===== src/rtl/fetch_pkg.sv =====
`timescale 1ns/1ps
package fetch_pkg;
  typedef enum logic [1:0] {
    FS_IDLE  = 2'd0,
    FS_ISSUE = 2'd1,
    FS_WAIT  = 2'd2
  } fetch_state_e;

  localparam logic [3:0] DB_NARROW = 4'd4;
  localparam logic [3:0] DB_WIDE   = 4'd8;
endpackage


===== src/rtl/fetch_slot_pool.sv =====
`timescale 1ns/1ps
module fetch_slot_pool #(
  parameter int DEPTH = 16
) (
  input  logic                         clk,
  input  logic                         rst,
  input  logic                         alloc_en,
  input  logic [$clog2(DEPTH+1)-1:0]   alloc_n,
  input  logic                         rel_en,
  input  logic [$clog2(DEPTH+1)-1:0]   rel_n,
  output logic [$clog2(DEPTH+1)-1:0]   free_cnt
);
  localparam int CNT_W = $clog2(DEPTH + 1);

  logic [CNT_W-1:0] free_q;

  always_ff @(posedge clk) begin
    if (rst) free_q <= CNT_W'(DEPTH);
    else     free_q <= free_q - (alloc_en ? alloc_n : '0) + (rel_en ? rel_n : '0);
  end

  assign free_cnt = free_q;


  free_cap_chk: assert property (@(posedge clk) disable iff (rst)
    free_q <= CNT_W'(DEPTH));

  alloc_fit_chk: assert property (@(posedge clk) disable iff (rst)
    alloc_en |-> (alloc_n <= free_q && alloc_n != '0));
endmodule


===== src/rtl/fetch_chunk_sizer.sv =====
`timescale 1ns/1ps
module fetch_chunk_sizer #(
  parameter int HOST_DEPTH  = 64,
  parameter int LOCAL_DEPTH = 16,
  parameter int IDX_W       = 32
) (
  input  logic [$clog2(HOST_DEPTH)-1:0]    hpos,
  input  logic [$clog2(LOCAL_DEPTH)-1:0]   lpos,
  input  logic [IDX_W-1:0]                 left_host,
  input  logic [IDX_W-1:0]                 left_grant,
  output logic [$clog2(LOCAL_DEPTH+1)-1:0] chunk_len
);
  localparam int LCNT_W = $clog2(LOCAL_DEPTH + 1);

  logic [IDX_W-1:0] h_room, l_room, m_rooms, m_left, m_all;

  always_comb begin
    h_room  = IDX_W'(HOST_DEPTH) - IDX_W'(hpos);
    l_room  = IDX_W'(LOCAL_DEPTH) - IDX_W'(lpos);
    m_rooms = (h_room < l_room) ? h_room : l_room;
    m_left  = (left_host < left_grant) ? left_host : left_grant;
    m_all   = (m_rooms < m_left) ? m_rooms : m_left;
  end

  assign chunk_len = LCNT_W'(m_all);
endmodule


===== src/rtl/fetch_len_store.sv =====
`timescale 1ns/1ps
module fetch_len_store #(
  parameter int TAG_W = 2,
  parameter int LEN_W = 5
) (
  input  logic             clk,
  input  logic             we,
  input  logic [TAG_W-1:0] waddr,
  input  logic [LEN_W-1:0] wdata,
  input  logic [TAG_W-1:0] raddr,
  output logic [LEN_W-1:0] rdata
);
  logic [LEN_W-1:0] mem [2**TAG_W];

  always_ff @(posedge clk) begin
    if (we) mem[waddr] <= wdata;
  end

  assign rdata = mem[raddr];
endmodule


===== src/rtl/pkt_fetch_engine.sv =====
`timescale 1ns/1ps
module pkt_fetch_engine
  import fetch_pkg::*;
#(
  parameter int HOST_DEPTH  = 64,
  parameter int LOCAL_DEPTH = 16,
  parameter int IDX_W       = 32,
  parameter int ADDR_W      = 48,
  parameter int PKT_BYTES   = 64,
  parameter int TAG_W       = 2
) (
  input  logic                               clk,
  input  logic                               rst,
  input  logic                               db_valid,
  input  logic [3:0]                         db_bytes,
  input  logic [63:0]                        db_data,
  input  logic [ADDR_W-1:0]                  host_base,
  input  logic                               rel_valid,
  input  logic [$clog2(LOCAL_DEPTH+1)-1:0]   rel_count,
  output logic                               dma_req_valid,
  input  logic                               dma_req_ready,
  output logic [ADDR_W-1:0]                  dma_req_addr,
  output logic [$clog2(LOCAL_DEPTH+1)-1:0]   dma_req_len,
  output logic [$clog2(LOCAL_DEPTH)-1:0]     dma_req_lidx,
  output logic [TAG_W-1:0]                   dma_req_tag,
  input  logic                               dma_ack_valid,
  input  logic [TAG_W-1:0]                   dma_ack_tag,
  output logic                               wakeup,
  output logic                               busy,
  output logic                               stalled,
  output logic                               db_err,
  output logic [IDX_W-1:0]                   host_rd_idx,
  output logic [IDX_W-1:0]                   host_wr_idx
);
  localparam int HPOS_W    = $clog2(HOST_DEPTH);
  localparam int LPOS_W    = $clog2(LOCAL_DEPTH);
  localparam int LCNT_W    = $clog2(LOCAL_DEPTH + 1);
  localparam int PKT_SHIFT = $clog2(PKT_BYTES);

  fetch_state_e       state_q;
  logic [IDX_W-1:0]   wr_q, rd_q, left_host_q, left_grant_q, remain_q;
  logic [HPOS_W-1:0]  hpos_q;
  logic [LPOS_W-1:0]  lpos_q;
  logic [TAG_W-1:0]   tag_q;
  logic               pend_q, stalled_q, busy_q, wake_q, err_q;
  logic               req_v_q;
  logic [ADDR_W-1:0]  req_addr_q;
  logic [LCNT_W-1:0]  req_len_q;
  logic [LPOS_W-1:0]  req_lidx_q;
  logic [TAG_W-1:0]   req_tag_q;

  logic [LCNT_W-1:0]  free_cnt, chunk_len, ack_len;
  logic [IDX_W-1:0]   waiting, grant, remain_nx;
  logic               start_chk, series_go, chunk_load;

  assign waiting    = wr_q - rd_q;
  assign grant      = (waiting < IDX_W'(free_cnt)) ? waiting : IDX_W'(free_cnt);
  assign start_chk  = (state_q == FS_IDLE) && (pend_q || (stalled_q && free_cnt != '0));
  assign series_go  = start_chk && waiting != '0 && grant != '0;
  assign chunk_load = (state_q == FS_ISSUE) && !req_v_q;
  assign remain_nx  = remain_q - IDX_W'(ack_len);

  fetch_slot_pool #(.DEPTH(LOCAL_DEPTH)) u_pool (
    .clk(clk), .rst(rst),
    .alloc_en(series_go), .alloc_n(LCNT_W'(grant)),
    .rel_en(rel_valid), .rel_n(rel_count),
    .free_cnt(free_cnt)
  );

  fetch_chunk_sizer #(.HOST_DEPTH(HOST_DEPTH), .LOCAL_DEPTH(LOCAL_DEPTH), .IDX_W(IDX_W)) u_sizer (
    .hpos(hpos_q), .lpos(lpos_q),
    .left_host(left_host_q), .left_grant(left_grant_q),
    .chunk_len(chunk_len)
  );

  fetch_len_store #(.TAG_W(TAG_W), .LEN_W(LCNT_W)) u_lens (
    .clk(clk), .we(chunk_load), .waddr(tag_q), .wdata(chunk_len),
    .raddr(dma_ack_tag), .rdata(ack_len)
  );

  always_ff @(posedge clk) begin
    if (rst) begin
      state_q <= FS_IDLE;
      wr_q <= '0; rd_q <= '0; left_host_q <= '0; left_grant_q <= '0; remain_q <= '0;
      hpos_q <= '0; lpos_q <= '0; tag_q <= '0;
      pend_q <= 1'b0; stalled_q <= 1'b0; busy_q <= 1'b0; wake_q <= 1'b0; err_q <= 1'b0;
      req_v_q <= 1'b0; req_addr_q <= '0; req_len_q <= '0; req_lidx_q <= '0; req_tag_q <= '0;
    end else begin
      wake_q <= 1'b0;
      err_q  <= 1'b0;
      case (state_q)
        FS_IDLE: if (start_chk) begin
          pend_q <= 1'b0;
          if (waiting != '0) begin
            if (grant == '0) begin
              stalled_q <= 1'b1;
            end else begin
              rd_q         <= rd_q + grant;
              hpos_q       <= rd_q[HPOS_W-1:0];
              left_host_q  <= waiting;
              left_grant_q <= grant;
              remain_q     <= grant;
              stalled_q    <= (grant < waiting);
              busy_q       <= 1'b1;
              state_q      <= FS_ISSUE;
            end
          end
        end
        FS_ISSUE: if (!req_v_q) begin
          req_v_q      <= 1'b1;
          req_addr_q   <= host_base + (ADDR_W'(hpos_q) << PKT_SHIFT);
          req_len_q    <= chunk_len;
          req_lidx_q   <= lpos_q;
          req_tag_q    <= tag_q;
          tag_q        <= tag_q + 1'b1;
          hpos_q       <= hpos_q + HPOS_W'(chunk_len);
          lpos_q       <= lpos_q + LPOS_W'(chunk_len);
          left_host_q  <= left_host_q - IDX_W'(chunk_len);
          left_grant_q <= left_grant_q - IDX_W'(chunk_len);
        end else if (dma_req_ready) begin
          req_v_q <= 1'b0;
          if (left_grant_q == '0) state_q <= FS_WAIT;
        end
        default: ;
      endcase
      if (dma_ack_valid) begin
        remain_q <= remain_nx;
        if (remain_nx == '0) begin
          busy_q  <= 1'b0;
          wake_q  <= 1'b1;
          pend_q  <= 1'b1;
          state_q <= FS_IDLE;
        end
      end
      if (db_valid) begin
        case (db_bytes)
          DB_WIDE:   begin wr_q <= db_data[IDX_W-1:0] + 1'b1;  pend_q <= 1'b1; end
          DB_NARROW: begin wr_q <= IDX_W'(db_data[31:0]);      pend_q <= 1'b1; end
          default:   err_q <= 1'b1;
        endcase
      end
    end
  end

  assign dma_req_valid = req_v_q;
  assign dma_req_addr  = req_addr_q;
  assign dma_req_len   = req_len_q;
  assign dma_req_lidx  = req_lidx_q;
  assign dma_req_tag   = req_tag_q;
  assign wakeup        = wake_q;
  assign busy          = busy_q;
  assign stalled       = stalled_q;
  assign db_err        = err_q;
  assign host_rd_idx   = rd_q;
  assign host_wr_idx   = wr_q;


  chunk_nonzero_chk: assert property (@(posedge clk) disable iff (rst)
    dma_req_valid |-> dma_req_len != '0);

  local_wrap_chk: assert property (@(posedge clk) disable iff (rst)
    dma_req_valid |-> (32'(dma_req_lidx) + 32'(dma_req_len)) <= 32'(LOCAL_DEPTH));

  req_hold_chk: assert property (@(posedge clk) disable iff (rst)
    (dma_req_valid && !dma_req_ready) |=> (dma_req_valid && $stable(dma_req_addr)
      && $stable(dma_req_len) && $stable(dma_req_tag)));

  wake_idle_chk: assert property (@(posedge clk) disable iff (rst)
    wakeup |-> !busy);

  busy_req_chk: assert property (@(posedge clk) disable iff (rst)
    dma_req_valid |-> busy);
endmodule


===== config.mk =====
export PLATFORM = sky130hd
export DESIGN_NAME = pkt_fetch_engine
export DESIGN_NICKNAME = d
export VERILOG_FILES = /design/src/rtl/fetch_pkg.sv /design/src/rtl/fetch_slot_pool.sv /design/src/rtl/fetch_chunk_sizer.sv /design/src/rtl/fetch_len_store.sv /design/src/rtl/pkt_fetch_engine.sv
export SDC_FILE = /design/constraint.sdc
export NUM_CORES = 1
export LEC_CHECK = 0
export ABC_AREA = 1
export CAP_MARGIN = 5
export CORE_UTILIZATION = 40
export CTS_CLUSTER_SIZE = 20
export DETAILED_ROUTE_END_ITERATION = 8
export DONT_BUFFER_PORTS = 1
export SKIP_LAST_GASP = 1
export SLEW_MARGIN = 20
export SYNTH_ARGS = -nofsm -noshare
export SYNTH_HDL_FRONTEND = slang
export SYNTH_HIERARCHICAL = 1
export SYNTH_SLANG_ARGS = --single-unit
export TNS_END_PERCENT = 10

===== constraint.sdc =====
create_clock -name clk -period 5.13 [get_ports clk]
set_input_delay 1.026 -clock clk [delete_from_list [all_inputs] [get_ports clk]]
set_output_delay 1.026 -clock clk [all_outputs]
set_load 0.005 [all_outputs]

**Yosys cells after proc, flatten, opt, wreduce, memory -nomap -nowiden**

Memory sizes are Yosys's and may differ from the RTL's.
Index checks and enable logic that the tools add are counted.

- Add/subtract/negate cells: 14
- $lt $le $gt $ge: 5
- Equality and inequality tests: 8
- Multiplexer cells: 52
- Bitwise gates (word level): 4
- Reduce and logical (&&, ||, !) cells: 28

Operators with widths:

| operator | number |
|---|---|
| 32-bit two-way mux | 13 |
| 32-bit one-hot mux with 2 select lines | 3 |
| 32-bit < comparator | 4 |
| 32-bit logical NOT | 3 |
| 32-bit by 5-bit subtractor with 32-bit output | 3 |
| 32-bit nonzero test | 2 |
| 48-bit by 12-bit adder with 48-bit output | 1 |
| 32-bit by 1-bit adder with 32-bit output (second input constant) | 1 |
| 32-bit adder | 1 |
| 32-bit by 5-bit < comparator with 1-bit output | 1 |
| 32-bit subtractor | 1 |
| 6-bit two-way mux | 4 |
| 1-bit two-way mux | 19 |
| 2-bit two-way mux | 8 |
| 5-bit two-way mux | 3 |
| 6-bit one-hot mux with 2 select lines | 1 |
| 2-bit nonzero test | 5 |
| 2-bit != test (second input constant) | 4 |
| 4-bit AND reduction | 2 |
| 7-bit by 6-bit subtractor with 8-bit output (first input constant) | 1 |
| 6-bit by 5-bit adder with 6-bit output | 1 |
| 2-bit OR reduction | 3 |
| 5-bit by 4-bit subtractor with 6-bit output (first input constant) | 1 |
| 5-bit adder | 1 |
| other kinds (17) | 25 |

- Flip-flop bits (word level): 244
- Memory bits (writable): 20
- Input port bits: 129
- Output and inout bits: 128
- Word-level logic and storage cells: 132
- Memories: 1

Memory list:

| name | depth | bits a word | read ports | clocked after Yosys merged registers in | write ports | RTL line | RTL |
|---|---|---|---|---|---|---|---|
| u_lens.mem | 4 | 5 | 1 | 0 | 1 | fetch_len_store.sv:13 | `logic [LEN_W-1:0] mem [2**TAG_W];` |

**Longest topological paths before layout**

Gate-level depths: netlist (run 1).

- Word-level depth: 10
- Gate-level depth with buffers: 46

**Cells and area by module**

The synthesis (run 1) kept the hierarchy.

Modules (own cells, without submodules):

| module | times used | cells each | area each (um^2) | seq. area each (um^2) |
|---|---|---|---|---|
| pkt_fetch_engine | 1 | 2936 | 18207.5 | 4784.6 |
| fetch_chunk_sizer | 1 | 263 | 1581.5 | 0.0 |
| fetch_len_store | 1 | 85 | 869.6 | 600.6 |
| fetch_slot_pool | 1 | 81 | 526.8 | 100.1 |

**Least setup slack after synthesis (run 1)**

No wires, ideal clock.

- Kind: reg-to-reg
- From: register rd_q[2] (netlist: host_rd_idx[2])
- To: register rd_q[22] (netlist: host_rd_idx[22])
- Setup time: 0.070 ns
- Data arrival time: 5.022 ns
- Required time: 5.060 ns
- Slack: 0.038 ns
- Cell stages (with the launch flop): 32
- Path buffers: 0
- Path through: dfxtp_1 -> inv_1 -> ha_1 -> nand2_1 -> nand2_1 -> inv_1 -> nand2_2 -> xor2_1 -> ha_1 -> a21oi_1 -> o21a_1 -> o2111ai_1 -> nor2_4 -> nand3_4 -> nand2_1 -> nand2_1 -> inv_1 -> ha_1 -> inv_1 -> fa_1 -> o21ai_0 -> a21oi_1 -> o21ai_0 -> a21boi_0 -> o21ai_0 -> a21oi_1 -> o21ai_0 -> nand2_1 -> nand2_1 -> xor2_1 -> nand2_1 -> a21oi_1

- Cells in the longest elaborated chain, start to end: 6

Ends and longest elaborated chain:

| item | RTL line | RTL |
|---|---|---|
| start: declaration | pkt_fetch_engine.sv:41 | `logic [IDX_W-1:0] wr_q, rd_q, left_host_q, left_grant_q, remain_q;` |
| start signal: assignment | pkt_fetch_engine.sv:98 | `rd_q <= rd_q + grant;` |
| 32-bit subtractor (*) | pkt_fetch_engine.sv:56 | `assign waiting = wr_q - rd_q;` |
| 32-bit by 5-bit < comparator with 1-bit output (*) | pkt_fetch_engine.sv:57 | `assign grant = (waiting < IDX_W'(free_cnt)) ? waiting : IDX_W'(free_cnt);` |
| 32-bit two-way mux (*) | pkt_fetch_engine.sv:57 |  |
| named net grant[0] | pkt_fetch_engine.sv:53 | `logic [IDX_W-1:0] waiting, grant, remain_nx;` |
| branches (longest 3 deep; another with 32-bit adder) | - |  |

Mark *: on every way through the listed nets, which the timed path passes.
A chain may end at the register's enable or synchronous reset.

**Worst setup path after layout (run 1)**

- From: register lpos_q[0]
- To: register left_host_q[28]

- Cells in the longest elaborated chain, start to end: 8

Ends and longest elaborated chain:

| item | RTL line | RTL |
|---|---|---|
| start: declaration | pkt_fetch_engine.sv:43 | `logic [LPOS_W-1:0] lpos_q;` |
| start signal: assignment | pkt_fetch_engine.sv:117 | `lpos_q <= lpos_q + LPOS_W'(chunk_len);` |
| 5-bit by 4-bit subtractor with 6-bit output (*) | fetch_chunk_sizer.sv:19 | `l_room = IDX_W'(LOCAL_DEPTH) - IDX_W'(lpos);` |
| 32-bit < comparator | fetch_chunk_sizer.sv:20 | `m_rooms = (h_room < l_room) ? h_room : l_room;` |
| 32-bit two-way mux (*) | fetch_chunk_sizer.sv:20 |  |
| 32-bit < comparator | fetch_chunk_sizer.sv:22 | `m_all = (m_rooms < m_left) ? m_rooms : m_left;` |
| 5-bit two-way mux (*) | fetch_chunk_sizer.sv:22 |  |
| named net chunk_len[0] | pkt_fetch_engine.sv:52 | `logic [LCNT_W-1:0] free_cnt, chunk_len, ack_len;` |
| 32-bit by 5-bit subtractor with 32-bit output (*) | pkt_fetch_engine.sv:118 | `left_host_q <= left_host_q - IDX_W'(chunk_len);` |
| 32-bit two-way mux (*) | pkt_fetch_engine.sv:109 | `FS_ISSUE: if (!req_v_q) begin` |
| 32-bit one-hot mux with 2 select lines (*) | pkt_fetch_engine.sv:91 | `case (state_q)` |
| end signal: assignment | pkt_fetch_engine.sv:100 | `left_host_q <= waiting;` |
| end signal: assignment | pkt_fetch_engine.sv:118 |  |
| end: declaration | pkt_fetch_engine.sv:41 |  |

The timed path passes the listed nets; every way through them passes the cells marked *. The select of a mux whose other input is x is not followed.

==> metrics.yaml, run 1 <==
outcome:
  status: "finished, final reports clean"
clock_tree:
  cts.hold.buffers_added: 0
  clockBufferDepth: 3
  cts_root_buf: "clkbuf_16"
  clk_pin_slew_ns: 0.06
  cts_tree: "done"
  cts_buffers: 35
  cts_max_level: 2
  numClockSinks: 264
  clock_latency_ns: 0.56
floorplan:
  rows: 83
  die_h_um: 232
  die_area_um2: 53900
  start_util: 0.409
  fp.dieW_um: 232
  io_pins: 257
  core_area_um2: 51800
synth:
  yosysUniqueCellTypes: 60
  synth_area_um2: 21200
  synth-edff-count: 20
  synth_top_flop_cell: "dfxtp_1"
  synth_area_leaders: "dfxtp_1 (23%), nand2_1 (14%), inv_1 (9.5%)"
  synthCells: 3365
  syn_avg_cell_area_um2: 6.30
  yosysWarnings: 6
  seq_area_frac_synth: 0.259
  ys_ff_latch: 264
  synthArstFlopShare: 0
  yosys.area.top_type_share: 0.231
  synth_largest_area_cell: "dfxtp_1"
placed_design:
  place_area_um2: 23900
  place.gp.congestion: 0.937
  dpl.hpwl_mm: 51.7
  dpl.cell_count: 4259
  portBuffers: 0
min_path:
  hold_start: "host_rd_idx[23]"
  min_path_type: "flip-flop to flip-flop"
  hold_depth: 2
  hold_end: "host_rd_idx[23]"
setup_path:
  crit_family: "simple AND/OR/NAND/NOR gates"
  crit_start: "lpos_q[0]"
  cp_max_fo: 8
  critical_path.n_buffers_inverters: 8
  crit_cells: 36
  crit_path_end_kind: "flip-flop"
  timing.rr.end: "left_host_q[28]"
  critPathMostFrequentCell: "nand2_2"
  cpMaxStageDelayCell: "dfxtp_2"
  critical-path-max-stage-delay_ns: 0.33
  startpoint_type: "flip-flop"
  r2r-start: "lpos_q[0]"
  reg2reg_slack_ns: 0.02
  rr_worst_depth: 36
  cp_data_arrival_time_ns: 5.61
  cp.required_ns: 5.62
  critPathKind: "flip-flop to flip-flop"
sta:
  clock.fmax_mhz: 196
  finalSetupViolCount: 0
  hold_viol: 0
  slew_headroom: 0.317
  tns_ns: 0
  fin_skew_ns: 0.0326
  period_minus_slack_ns: 5.11
  rsz0062_at_grt: "yes"
  final_max_slew_viol_count: 0
  period_share: 0.997
  worstMarginPinSlew_ns: 1.02
routing:
  drcViolationCount: 0
  drt_iter0_markers: 1349
  vias: 21975
  totalWireLength_mm: 68.4
  ant_nets: 0
  drtPass1Iterations: 5
  viasPerCell: 5.06
  avgRoutedWirePerCell_um: 15.8
finish:
  fillers: 5353
  fin_nets: 3925
  layout-drive-gt1-share: 0.154
  fin_cells: 4340
  n_antenna_cell: 0
  syn_to_final_growth_pct: 22.6
  design_area_um2: 26000
power:
  power_density_nw_per_um2: 671
  ir_drop_mv: 0.368
  p_leak_nw: 12.9
global_route:
  grt_max_degree: 116
  grt_first_pass_wirelength_mm: 107
  antenna_found_initial: 1
  grt.total_usage: 0.249
  first_global_vias: 20037
  globalRouteOverflowTotal: 0
job:
  drv_cap: 0
[worst register-to-register path: cells and delay by family, from the launching register on]
family | cells | cell delay [ns]
and+or+nand+nor | 16 | 1.87
adders and majority gates | 5 | 1.15
buffers and inverters | 8 | 0.84
AOI/OAI and AO/OA | 6 | 0.68
DFF | 1 | 0.33
xor gates and xnor gates | 1 | 0.18
[state kept, by name, summed over array words and instances (netlist names), 5 cells and up]
register / cells
dma_req_addr: 48
dma_req_len: 5
host_rd_idx: 32
host_wr_idx: 32
hpos_q: 6
left_grant_q: 32
left_host_q: 32
remain_q: 32
u_lens/mem: 20
u_pool/free_cnt: 5
[placed cells by master, fill, tap and decap left out, drive strengths merged, types with 28 or more instances in the layout]
cell	netlist	layout
nor4	34	34
ha	148	148
clkbuf	66	44
a21oi	253	253
nor2	399	399
conb	2	28
nand4	48	48
inv	543	542
o21ai	193	193
dfxtp	244	244
nand2	797	798
nor3	58	58
buf	31	304
xnor2	59	59
xor2	108	108
nand3	234	234
[through the flow]
stage | power, mW | hold slack, ns | utilization | setup WS [ns]
after floorplan | 9.66 | 0.455 | - | 0.0378
after global placement | 13.4 | 0.466 | 0.461 | -0.231
after detailed placement | 13.5 | 0.468 | 0.461 | -0.306
after CTS | 16.3 | 0.474 | 0.485 | -0.0400
after global routing | 19.0 | 0.502 | 0.501 | -0.291
final | 17.4 | 0.484 | 0.501 | 0.0167
[synthesized netlist by cell type, drive strengths merged, types with 5 or more instances]
| cell type | instances |
|---|---|
| a21boi | 5 |
| a21oi | 253 |
| a31oi | 18 |
| and2 | 5 |
| buf | 31 |
| clkbuf | 66 |
| dfxtp | 244 |
| edfxtp | 20 |
| fa | 12 |
| ha | 148 |
| inv | 543 |
| nand2 | 797 |
| nand3 | 234 |
| nand3b | 9 |
| nand4 | 48 |
| nor2 | 399 |
| nor3 | 58 |
| nor4 | 34 |
| o211ai | 6 |
| o21ai | 193 |
| o21bai | 19 |
| o221ai | 6 |
| or2 | 13 |
| xnor2 | 59 |
| xor2 | 108 |
[area by class of cell]
| class | instances | area, um^2 | share of cell area |
|---|---|---|---|
| multi-input cells | 2485 | 14100 | 0.543 |
| flip-flops and latches | 264 | 5510 | 0.212 |
| repair buffers | 304 | 2330 | 0.0895 |
| inverters | 546 | 2060 | 0.0793 |
| clock buffers | 44 | 971 | 0.0374 |
| well taps | 680 | 851 | 0.0328 |
| clock inverters | 17 | 166 | 0.00641 |
[worst max path at each step]
stage | to | slack (ns)
after detailed placement | host_rd_idx[22] | -0.31
after CTS | left_host_q[25] | -0.04
after floorplan | host_rd_idx[22] | 0.04
final | left_host_q[28] | 0.02
after global routing | left_host_q[28] | -0.29
after global placement | host_rd_idx[22] | -0.23
[what timing repair did]
item                                    4_1_cts  5_1_grt
pin swaps                                     8       56
endpoints found under the setup margin       39       69
gates cloned                                  0        1
gates resized for setup                      22      188
setup buffers                                 7       12
[cell families (layout without fill, tap and decap cells)]
group,count (synthesis),in the layout,share of synthesized area
AO/OA/AOI/OAI,522,522,0.134
multiplexers,1,1,0.000472
adder cells (fa/ha/maj),160,160,0.0987
flip-flops,264,264,0.259
buffers and inverters,643,911,0.118
other,2,28,0.000354
AND/OR/NAND/NOR,1606,1607,0.321
XOR/XNOR,167,167,0.0690
[metal layers]
metal	GRT usage	vias up	wire length (um)
li1	-	11323	-
met1	0.333	10006	31400
met2	0.406	559	30700
met3	0.0492	85	4840
met4	0.0625	2	1480
met5	0	-	13
[power by group]
part | switching (mW) | internal, mW
Clock | 1.02 | 1.45
Sequential | 0.343 | 2.54
Combinational | 6.84 | 5.24
Total | 8.20 | 9.24
No activity file was read; power rests on OpenSTA's default activity.
==> inputs of run 2 (changes only) <==
--- a/config.mk
+++ b/config.mk
@@ -7,6 +7,7 @@
 export LEC_CHECK = 0
 export ABC_AREA = 1
 export CAP_MARGIN = 5
+export CORE_MARGIN = 1.5
 export CORE_UTILIZATION = 40
 export CTS_CLUSTER_SIZE = 20
 export DETAILED_ROUTE_END_ITERATION = 8
==> metrics.yaml, run 2 (synthesized netlist as in run 1, its figures left out) <==
floorplan:
  core_area_um2: 52400  # +1.2%
  fp.dieW_um: 233  # +0.43%
  die_h_um: 233  # +0.43%
  io_pins: 257  # unchanged
  rows: 84  # +1.2%
  die_area_um2: 54400  # +0.86%
  start_util: 0.404  # -0.00487
global_route:
  globalRouteOverflowTotal: 0  # unchanged
  grt_use_met2: 0.407  # +0.000464
  grt_max_degree: 116  # unchanged
  grt.busiest_layer: "met2"
  grt_first_pass_wirelength_mm: 108  # +0.73%
  antenna_found_initial: 0  # -1
  grt.total_usage: 0.249  # about the same
  grt_util_met3: 0.0536  # +0.00435
  use_met1: 0.334  # +0.00141
  first_global_vias: 20166  # +0.64%
placed_design:
  place_area_um2: 24100  # +0.85%
  dpl.hpwl_mm: 52.1  # +0.95%
  dp_slack_ns: -0.277  # +0.0290 ns
  place.gp.congestion: 0.926  # -1.1%
  portBuffers: 0  # unchanged
sta:
  rsz0062_at_grt: "yes"
  timing.hold.ws_ns: 0.472  # -0.0122 ns
  fin_skew_ns: 0.0474  # +0.0148 ns
  hold_viol: 0  # unchanged
  final_max_slew_viol_count: 0  # unchanged
  worstMarginPinSlew_ns: 0.935  # -0.0887 ns
  finalWorstSetupSlack_ns: 0.133  # +0.116 ns
  period_share: 0.974  # -0.0226
  clock.fmax_mhz: 200  # +2.3%
  period_minus_slack_ns: 5.00  # -0.116 ns
  finalSetupViolCount: 0  # unchanged
  slew_headroom: 0.377  # +0.0591
  tns_ns: 0  # unchanged
finish:
  fin_nets: 3948  # +0.59%
  largest_reg_flops: 48  # unchanged
  design_area_um2: 26000  # about the same
  layout.cells.most_common_list: "nand2_1 (764), inv_1 (517), nor2_1 (372)"
  layout-drive-gt1-share: 0.153  # -0.000584
  multi_input_area_um2: 13900  # -1.5%
  post-route-util: 0.496  # -0.00559
  fillers: 5426  # +1.4%
  seq_area_um2: 5500  # -0.16%
  syn_to_final_growth_pct: 22.7  # about the same
  final_common_cell: "nand2_1"
clock_tree:
  clk_pin_slew_ns: 0.07  # about the same
  clock_latency_ns: 0.58  # +0.02 ns
  cts_buffers: 36  # +2.9%
  numClockSinks: 264  # unchanged
  cts_root_buf: "clkbuf_16"
  clockBufferDepth: 3  # unchanged
  cts_max_level: 2  # unchanged
  cts_tree: "done"
routing:
  viasPerCell: 5.02  # -0.88%
  drt_iter0_markers: 1519  # +13%
  drcViolationCount: 0  # unchanged
  vias: 21962  # -0.059%
  avgRoutedWirePerCell_um: 15.8  # about the same
  drtPass1Iterations: 7  # +2
  totalWireLength_mm: 69.0  # +0.90%
  ant_nets: 0  # unchanged
job:
  drv_cap: 0  # unchanged
setup_path:
  critPathKind: "flip-flop to flip-flop"
  critical_path.n_buffers_inverters: 8  # unchanged
  startpoint_type: "flip-flop"
  critPathMostFrequentCell: "nand2_1"
  critical-path-max-stage-delay_ns: 0.35  # +0.02 ns
  cpMaxStageDelayCell: "dfxtp_2"
  cp_max_fo: 8  # unchanged
  cp_data_arrival_time_ns: 5.46  # -0.15 ns
  cp.required_ns: 5.59  # -0.03 ns
  crit_path_end_kind: "flip-flop"
  crit_family: "simple AND/OR/NAND/NOR gates"
outcome:
  status: "finished, final reports clean"
power:
  p_leak_nw: 12.9  # +0.39%
  ir_drop_mv: 0.371  # +0.94%
  power_density_nw_per_um2: 675  # +0.55%
min_path:
  min_path_type: "flip-flop to flip-flop"
==> run 2: cell count changes in the layout (fill, tap and decap cells not counted), moves of 5 or more <==
cell     change
ha_1        +15
ha_2         -6
ha_4         -9
o21ai_1      -5
dfxtp_1      +5
buf_4       +24
==> run 2: routing by layer <==
metal / up-vias / share of wire
li1: 11369 / -
met1: 9928 / 0.45
met2: 583 / 0.45
met3: 82 / 0.074
met4: 0 / 0.021
met5: - / 0
==> run 2: report_power, final <==
part	switching (mW)	leakage [nW]	total, mW	internal, mW
clock	1.07	0.572	2.59	1.52
combinational	6.83	10.2	12.1	5.25
sequential	0.338	2.17	2.88	2.54
==> run 2: metrics by stage <==
step           total power [mW]  std cells
3_3_place_gp               13.5       4296
6_report                   17.5       4376
4_1_cts                    16.3       4362
3_5_place_dp               13.6       4296
5_1_grt                    19.1       4375
2_1_floorplan              9.66       3391
==> run 2: path summary, 6_finish.rpt <==
check	start	to	slack, ns	depth (start not counted)
setup / recovery	lpos_q[0]	left_host_q[31]	0.13	43
hold / removal	host_rd_idx[23]	host_rd_idx[23]	0.47	2
setup reg to reg	lpos_q[0]	left_host_q[31]	0.13	43
hold reg to reg	host_rd_idx[23]	host_rd_idx[23]	0.47	2
==> run 2: final cells by class <==
cell class / instances / area share
Timing Repair Buffer: 327 / 0.0953
Antenna cell: 1 / 0.0000963
Sequential cell: 264 / 0.211
Tap cell: 688 / 0.0331
Multi-Input combinational cell: 2484 / 0.534
Clock inverter: 22 / 0.00910
Inverter: 546 / 0.0793
Clock buffer: 44 / 0.0374
==> run 2: timing repair <==
action,4_1_cts,5_1_grt
setup endpoints to repair,33,106
pin swaps,0,49
gates resized for setup,15,162
buffers inserted,0,14
hold buffers,0,0
==> run 2: worst min-delay path: cells and delay by family (launching register included) <==
family | cells | cell delay, ns
AOI/OAI and AO/OA | 1 | 0.05
DFF | 1 | 0.31
buffers and inverters | 1 | 0.07
==> inputs of run 3 (changes only) <==
--- a/config.mk
+++ b/config.mk
@@ -13,7 +13,6 @@
 export DETAILED_ROUTE_END_ITERATION = 8
 export DONT_BUFFER_PORTS = 1
 export SKIP_LAST_GASP = 1
-export SLEW_MARGIN = 20
 export SYNTH_ARGS = -nofsm -noshare
 export SYNTH_HDL_FRONTEND = slang
 export SYNTH_HIERARCHICAL = 1
==> results of run 3 <==
Final layout, timing and power as in run 2 (identical DEF).
